$ cat src/rtl/ddr_rd_interrupt_seq.sv
module ddr_rd_interrupt_seq #(
  parameter int COL_W  = 10,
  parameter int BANK_W = 2,
  parameter int MAX_CL = 4
) (
  input  logic                         clk,
  input  logic                         rst_n,
  input  logic [1:0]                   cmd,
  input  logic [BANK_W-1:0]            cmd_bank,
  input  logic [COL_W-1:0]             cmd_col,
  input  logic [1:0]                   cfg_bl,
  input  logic [$clog2(MAX_CL+1)-1:0]  cfg_cl,
  output logic                         beat_r_vld,
  output logic                         beat_f_vld,
  output logic [COL_W-1:0]             beat_r_col,
  output logic [COL_W-1:0]             beat_f_col,
  output logic [BANK_W-1:0]            rd_bank,
  output logic                         dqs_en,
  output logic                         proto_err
);
  localparam int CLW  = $clog2(MAX_CL+1);
  localparam int IDXW = (MAX_CL > 1) ? $clog2(MAX_CL) : 1;

  logic [MAX_CL-1:0] p_rd, p_pre;
  logic [BANK_W-1:0] p_bank [MAX_CL];
  logic [COL_W-1:0]  p_col  [MAX_CL];

  logic [IDXW-1:0]   tap;
  logic              t_rd, t_pre;
  logic [BANK_W-1:0] t_bank;
  logic [COL_W-1:0]  t_col;

  logic              s_vld, n_vld;
  logic [BANK_W-1:0] s_bank, n_bank;
  logic [COL_W-1:0]  s_col, n_col;
  logic [1:0]        s_idx, n_idx, s_last, n_last, ld_last;
  logic [2:0]        s_mask, n_mask, ld_mask;
  logic [2:0]        r_off, f_off, blk;

  assign tap    = IDXW'(cfg_cl - CLW'(1));
  assign t_rd   = p_rd[tap];
  assign t_pre  = p_pre[tap];
  assign t_bank = p_bank[tap];
  assign t_col  = p_col[tap];

  always_comb begin
    case (cfg_bl)
      2'd0:    begin ld_last = 2'd0; ld_mask = 3'd1; end
      2'd1:    begin ld_last = 2'd1; ld_mask = 3'd3; end
      default: begin ld_last = 2'd3; ld_mask = 3'd7; end
    endcase
  end

  always_comb begin
    n_vld  = s_vld;
    n_bank = s_bank;
    n_col  = s_col;
    n_idx  = s_idx;
    n_last = s_last;
    n_mask = s_mask;
    if (t_rd) begin
      n_vld  = 1'b1;
      n_bank = t_bank;
      n_col  = t_col;
      n_idx  = 2'd0;
      n_last = ld_last;
      n_mask = ld_mask;
    end else if (s_vld && t_pre && t_bank == s_bank) begin
      n_vld = 1'b0;
    end else if (s_vld) begin
      if (s_idx == s_last) n_vld = 1'b0;
      else                 n_idx = s_idx + 2'd1;
    end
  end

  always_ff @(posedge clk) begin
    if (!rst_n) begin
      p_rd      <= '0;
      p_pre     <= '0;
      for (int j = 0; j < MAX_CL; j++) begin
        p_bank[j] <= '0;
        p_col[j]  <= '0;
      end
      s_vld     <= 1'b0;
      s_bank    <= '0;
      s_col     <= '0;
      s_idx     <= '0;
      s_last    <= '0;
      s_mask    <= '0;
      proto_err <= 1'b0;
    end else begin
      p_rd[0]   <= (cmd == 2'b01);
      p_pre[0]  <= (cmd == 2'b10);
      p_bank[0] <= cmd_bank;
      p_col[0]  <= cmd_col;
      for (int j = 1; j < MAX_CL; j++) begin
        p_rd[j]   <= p_rd[j-1];
        p_pre[j]  <= p_pre[j-1];
        p_bank[j] <= p_bank[j-1];
        p_col[j]  <= p_col[j-1];
      end
      s_vld  <= n_vld;
      s_bank <= n_bank;
      s_col  <= n_col;
      s_idx  <= n_idx;
      s_last <= n_last;
      s_mask <= n_mask;
      if (cmd == 2'b11) proto_err <= 1'b1;
    end
  end

  assign r_off = 3'(s_col[2:0] + {s_idx, 1'b0}) & s_mask;
  assign f_off = 3'(r_off + 3'd1) & s_mask;
  assign blk   = s_col[2:0] & ~s_mask;

  assign beat_r_vld = s_vld;
  assign beat_f_vld = s_vld;
  assign beat_r_col = {s_col[COL_W-1:3], blk | r_off};
  assign beat_f_col = {s_col[COL_W-1:3], blk | f_off};
  assign rd_bank    = s_bank;
  assign dqs_en     = s_vld | n_vld;

  p_cl_range_r3: assert property (@(posedge clk) disable iff (!rst_n)
    (cfg_cl >= CLW'(2)) && (cfg_cl <= CLW'(MAX_CL)));

  p_err_set_r2: assert property (@(posedge clk) disable iff (!rst_n)
    (cmd == 2'b11) |=> proto_err);

  p_err_sticky_r2: assert property (@(posedge clk) disable iff (!rst_n)
    proto_err |=> proto_err);

  p_fall_order_r5: assert property (@(posedge clk) disable iff (!rst_n)
    beat_f_vld |-> ((((beat_f_col ^ beat_r_col) & ~{{(COL_W-3){1'b0}}, s_mask}) == '0)
                    && ((3'(beat_f_col[2:0] - beat_r_col[2:0]) & s_mask) == 3'd1)));

  p_pre_stop_r7: assert property (@(posedge clk) disable iff (!rst_n)
    (t_pre && !t_rd && beat_r_vld && t_bank == rd_bank) |=> !beat_r_vld);

  p_preamble_r9: assert property (@(posedge clk) disable iff (!rst_n)
    $rose(beat_r_vld) |-> $past(dqs_en));

  p_strobe_tail_r9: assert property (@(posedge clk) disable iff (!rst_n)
    $fell(dqs_en) |-> (!beat_r_vld && $past(beat_r_vld)));
endmodule

$ cat config.mk
export PLATFORM = sky130hd
export DESIGN_NAME = ddr_rd_interrupt_seq
export DESIGN_NICKNAME = d
export VERILOG_FILES = /design/src/rtl/ddr_rd_interrupt_seq.sv
export SDC_FILE = /design/constraint.sdc
export NUM_CORES = 1
export LEC_CHECK = 0
export BUFFER_PORTS_ARGS = -buffer_cell sky130_fd_sc_hd__buf_4
export CORE_MARGIN = 2
export CORE_UTILIZATION = 50
export DETAILED_ROUTE_END_ITERATION = 10
export PLACE_DENSITY = 0.72
export SKIP_LAST_GASP = 1
export SYNTH_ARGS = -nofsm -noshare
export SYNTH_HDL_FRONTEND = slang
export SYNTH_SLANG_ARGS = --single-unit
$ cat constraint.sdc
create_clock -name clk -period 2.3 [get_ports clk]
set_clock_uncertainty 0.1 [all_clocks]
set_input_delay 0 -clock clk [delete_from_list [all_inputs] [get_ports clk]]
set_output_delay 0 -clock clk [all_outputs]
set_load 0.005 [all_outputs]
==> results.sh <==
export IMPL_hpwl_um=3240
export IMPL_clock_fmax_ghz=0.491
export IMPL_cts_resized=0
export IMPL_die_y_um=80.7
export IMPL_grt_pass1_vias=1901
export IMPL_critical_path_top_delay_family="compound AO/OA/AOI/OAI gates"
export IMPL_synth_seq_cells=75
export IMPL_critPathRequiredTime_ns=2.43
export IMPL_drc=0
export IMPL_syn_instance_count=268
export IMPL_core_region_area_mm2=0.00557
export IMPL_worstReg2RegStart="p_bank[2][1]$_SDFF_PN0_"
export IMPL_synth_cell_type_count=38
export IMPL_hp_start="cfg_cl[0]"
export IMPL_peakVddDrop_v=0.000446
export IMPL_hold_viol_final=0
export IMPL_finalCoreUtilization_pct=64.8
export IMPL_numPortBuffers=45
export IMPL_dieArea_mm2=0.00650
export IMPL_drv_slew=0
export IMPL_endpoint_kind="flip-flop"
export IMPL_track_usage_pct=17.3
export IMPL_fin_crit_sh_pct=88.5
export IMPL_yosysSeqAreaShare_pct=51.1
export IMPL_cts_buffer_depth=2
export IMPL_path_max_fanout=5
export IMPL_cts_root_buf="clkbuf_8"
export IMPL_drt_total_wl_um=5120
export IMPL_synth_top_area_share_pct=51.1
export IMPL_grt_pass1_wl_um=8360
export IMPL_postCtsSetupBuffers=0
export IMPL_cts_sinks=75
export IMPL_grt_max_degree=56
export IMPL_htreeDepth=3
export IMPL_numCtsBuffers=9
export IMPL_num_io_pins=47
export IMPL_synth_area_top_cells="dfxtp_1 51%, and2_1 12%, mux4_2 10%"
export IMPL_setup_worst_path_start_class="flip-flop"
export IMPL_syn_area_per_cell_um2=11.0
export IMPL_ctsHoldBuffers=18
export IMPL_placementRows=27
export IMPL_maxSlewHeadroom_pct=51.2
export IMPL_power_per_cell_area_mw_per_mm2=711
export IMPL_rsz0062_at_grt="false"
export IMPL_gp_congestion=0.759
export IMPL_drv_cap=0
export IMPL_ys_flop_type="dfxtp_1"
export IMPL_syn_nets=293
export IMPL_yosysWarnings=0
export IMPL_worstSetupPathType="flip-flop to flip-flop"
export IMPL_synth_area_leader_cell="dfxtp_1"
export IMPL_antenna_found_initial=0
export IMPL_viasPerCell=4.94
export IMPL_cp_arrival_ns=2.17
export IMPL_cts_clk_slew_worst_paths_ns=0.07
export IMPL_cp_slowest_stage_delay_ns=0.48
export IMPL_drt_iter0_drc=93
export IMPL_wl_per_cell_um=13.0
export IMPL_area_delta_synth_final_pct=22.9
export IMPL_final_setup_viol_count=0
export IMPL_layout_nets=342
export IMPL_worstSkewPairLatency_ns=0.34
export IMPL_cts_tree="built"
export IMPL_vias=1945
export IMPL_cp_startpoint="p_bank[2][1]$_SDFF_PN0_"
export IMPL_synth_async_sr_flop_share_pct=0
export IMPL_status="finished clean"
export IMPL_dr_pass1_iters=4
export IMPL_ant_nets=0
export IMPL_leakage_nw=1.54
export IMPL_grt_overflow_total=0
export IMPL_fin_crit_ns=2.03
export IMPL_synth_edff_count=0
export IMPL_diodes=0
export IMPL_hp_class="input port to flip-flop"
export IMPL_crit_slowest_cell="mux4_2"
export IMPL_worstPathCellList="mux4_2 -> xnor2_1 -> o311ai_1 -> o2111a_1 -> or3_1"
export IMPL_path_buf_inv=0
export IMPL_start_util_pct=52.7
export IMPL_die_x_um=80.7
export IMPL_setup_tns_ns=0
export IMPL_drive_gt1_share_pct=24.8
export IMPL_worst_slew_pin_slew_ns=0.720
export IMPL_synth_cell_area_mm2=0.00294
[synthesized netlist by cell type (2+ instances only)]
master,number
dfxtp_1,75
and2_1,55
nor2_1,17
buf_4,15
mux2i_1,13
mux4_2,13
nand2_1,12
clkbuf_1,10
a21oi_1,7
inv_1,5
xnor2_1,5
ha_1,4
nand2b_1,4
buf_2,3
nand3_1,3
a211oi_1,2
nor3_1,2
nor3b_1,2
xor2_1,2
[final timing paths]
| path | endpoint | slack (ns) | depth (start not counted) |
|---|---|---|---|
| worst max register to register | s_idx[1]$_SDFFE_PP0P_ | 0.27 | 5 |
| worst min register to register | p_col[2][1]$_SDFF_PN0_ | 0.35 | 1 |
| worst max-delay path | s_idx[1]$_SDFFE_PP0P_ | 0.27 | 5 |
| worst min-delay path | rd_bank[1]$_SDFFE_PN0P_ | 0.14 | 4 |
[flip-flops by register name (all words and copies together) (netlist names)]
register and count:
s_mask 1, p_bank 8, p_rd 4, s_last 2, p_pre 4, beat_f_vld 1
proto_err 1, s_col 10, rd_bank 2, p_col 40, s_idx 2
[layout by cell type (no fill, tap or decap), types with 5 or more instances in the layout]
cell type       n
buf_4          49
a21oi_1         7
nand2_1        12
and2_1         55
nor2_1         17
dfxtp_1        75
dlygate4sd3_1  18
clkbuf_8       11
mux4_2         13
inv_1           5
xnor2_1         5
mux2i_1        13
[worst min-delay path, stage by stage]
cell	delay, ns
buf_4	0.11
mux4_2	0.24
nand2_1	0.05
a21oi_1	0.14
[cells by family (layout without fill, tap and decap cells)]
kind of cell	count (synthesis)	after routing	share of synthesized area [%]
multiplexers	27	27	14.8
AO/OA/AOI/OAI	16	16	3.49
adder cells (fa/ha/maj)	4	4	1.70
buffers and inverters	34	88	6.64
flip-flops	75	75	51.1
XOR/XNOR	7	7	2.09
AND/OR/NAND/NOR	105	105	20.2
[stage by stage]
| step | area, µm² | setup slack [ns] | instances | power (mW) | hold slack, ns |
|---|---|---|---|---|---|
| after global placement | 3220 | 0.336 | 360 | 1.54 | 0.0843 |
| after global routing | 3610 | 0.163 | 394 | 2.67 | 0.175 |
| final | 3610 | 0.265 | 394 | 2.57 | 0.140 |
| after CTS | 3610 | 0.266 | 394 | 2.59 | 0.129 |
| after floorplan | 2940 | 0.407 | 268 | 1.48 | -0.0285 |
| after detailed placement | 3220 | 0.274 | 360 | 1.54 | 0.0912 |
[power breakdown]
part / internal, mW / leakage (nW) / switching, mW
clock network: 0.564 / 0.106 / 0.472
registers: 1.34 / 0.612 / 0.0200
logic: 0.105 / 0.823 / 0.0718
[layout make-up]
class	instances	area, µm²
Clock buffer	11	151
Clock inverter	5	60.1
Fill cell	474	1960
Inverter	5	18.8
Multi-Input combinational cell	159	1240
Sequential cell	75	1500
Tap cell	72	90.1
Timing Repair Buffer	67	548
[metal layers]
metal  vias to the layer above  GRT usage (%)  part of all wire [%]
li1                        974              -                     -
met1                       924           20.7                    47
met2                        37           27.9                    48
met3                        10           3.93                   3.4
met4                         0           11.0                   2.3
met5                         -              0                     0
Note: power is estimated with default switching activity, not from simulation.
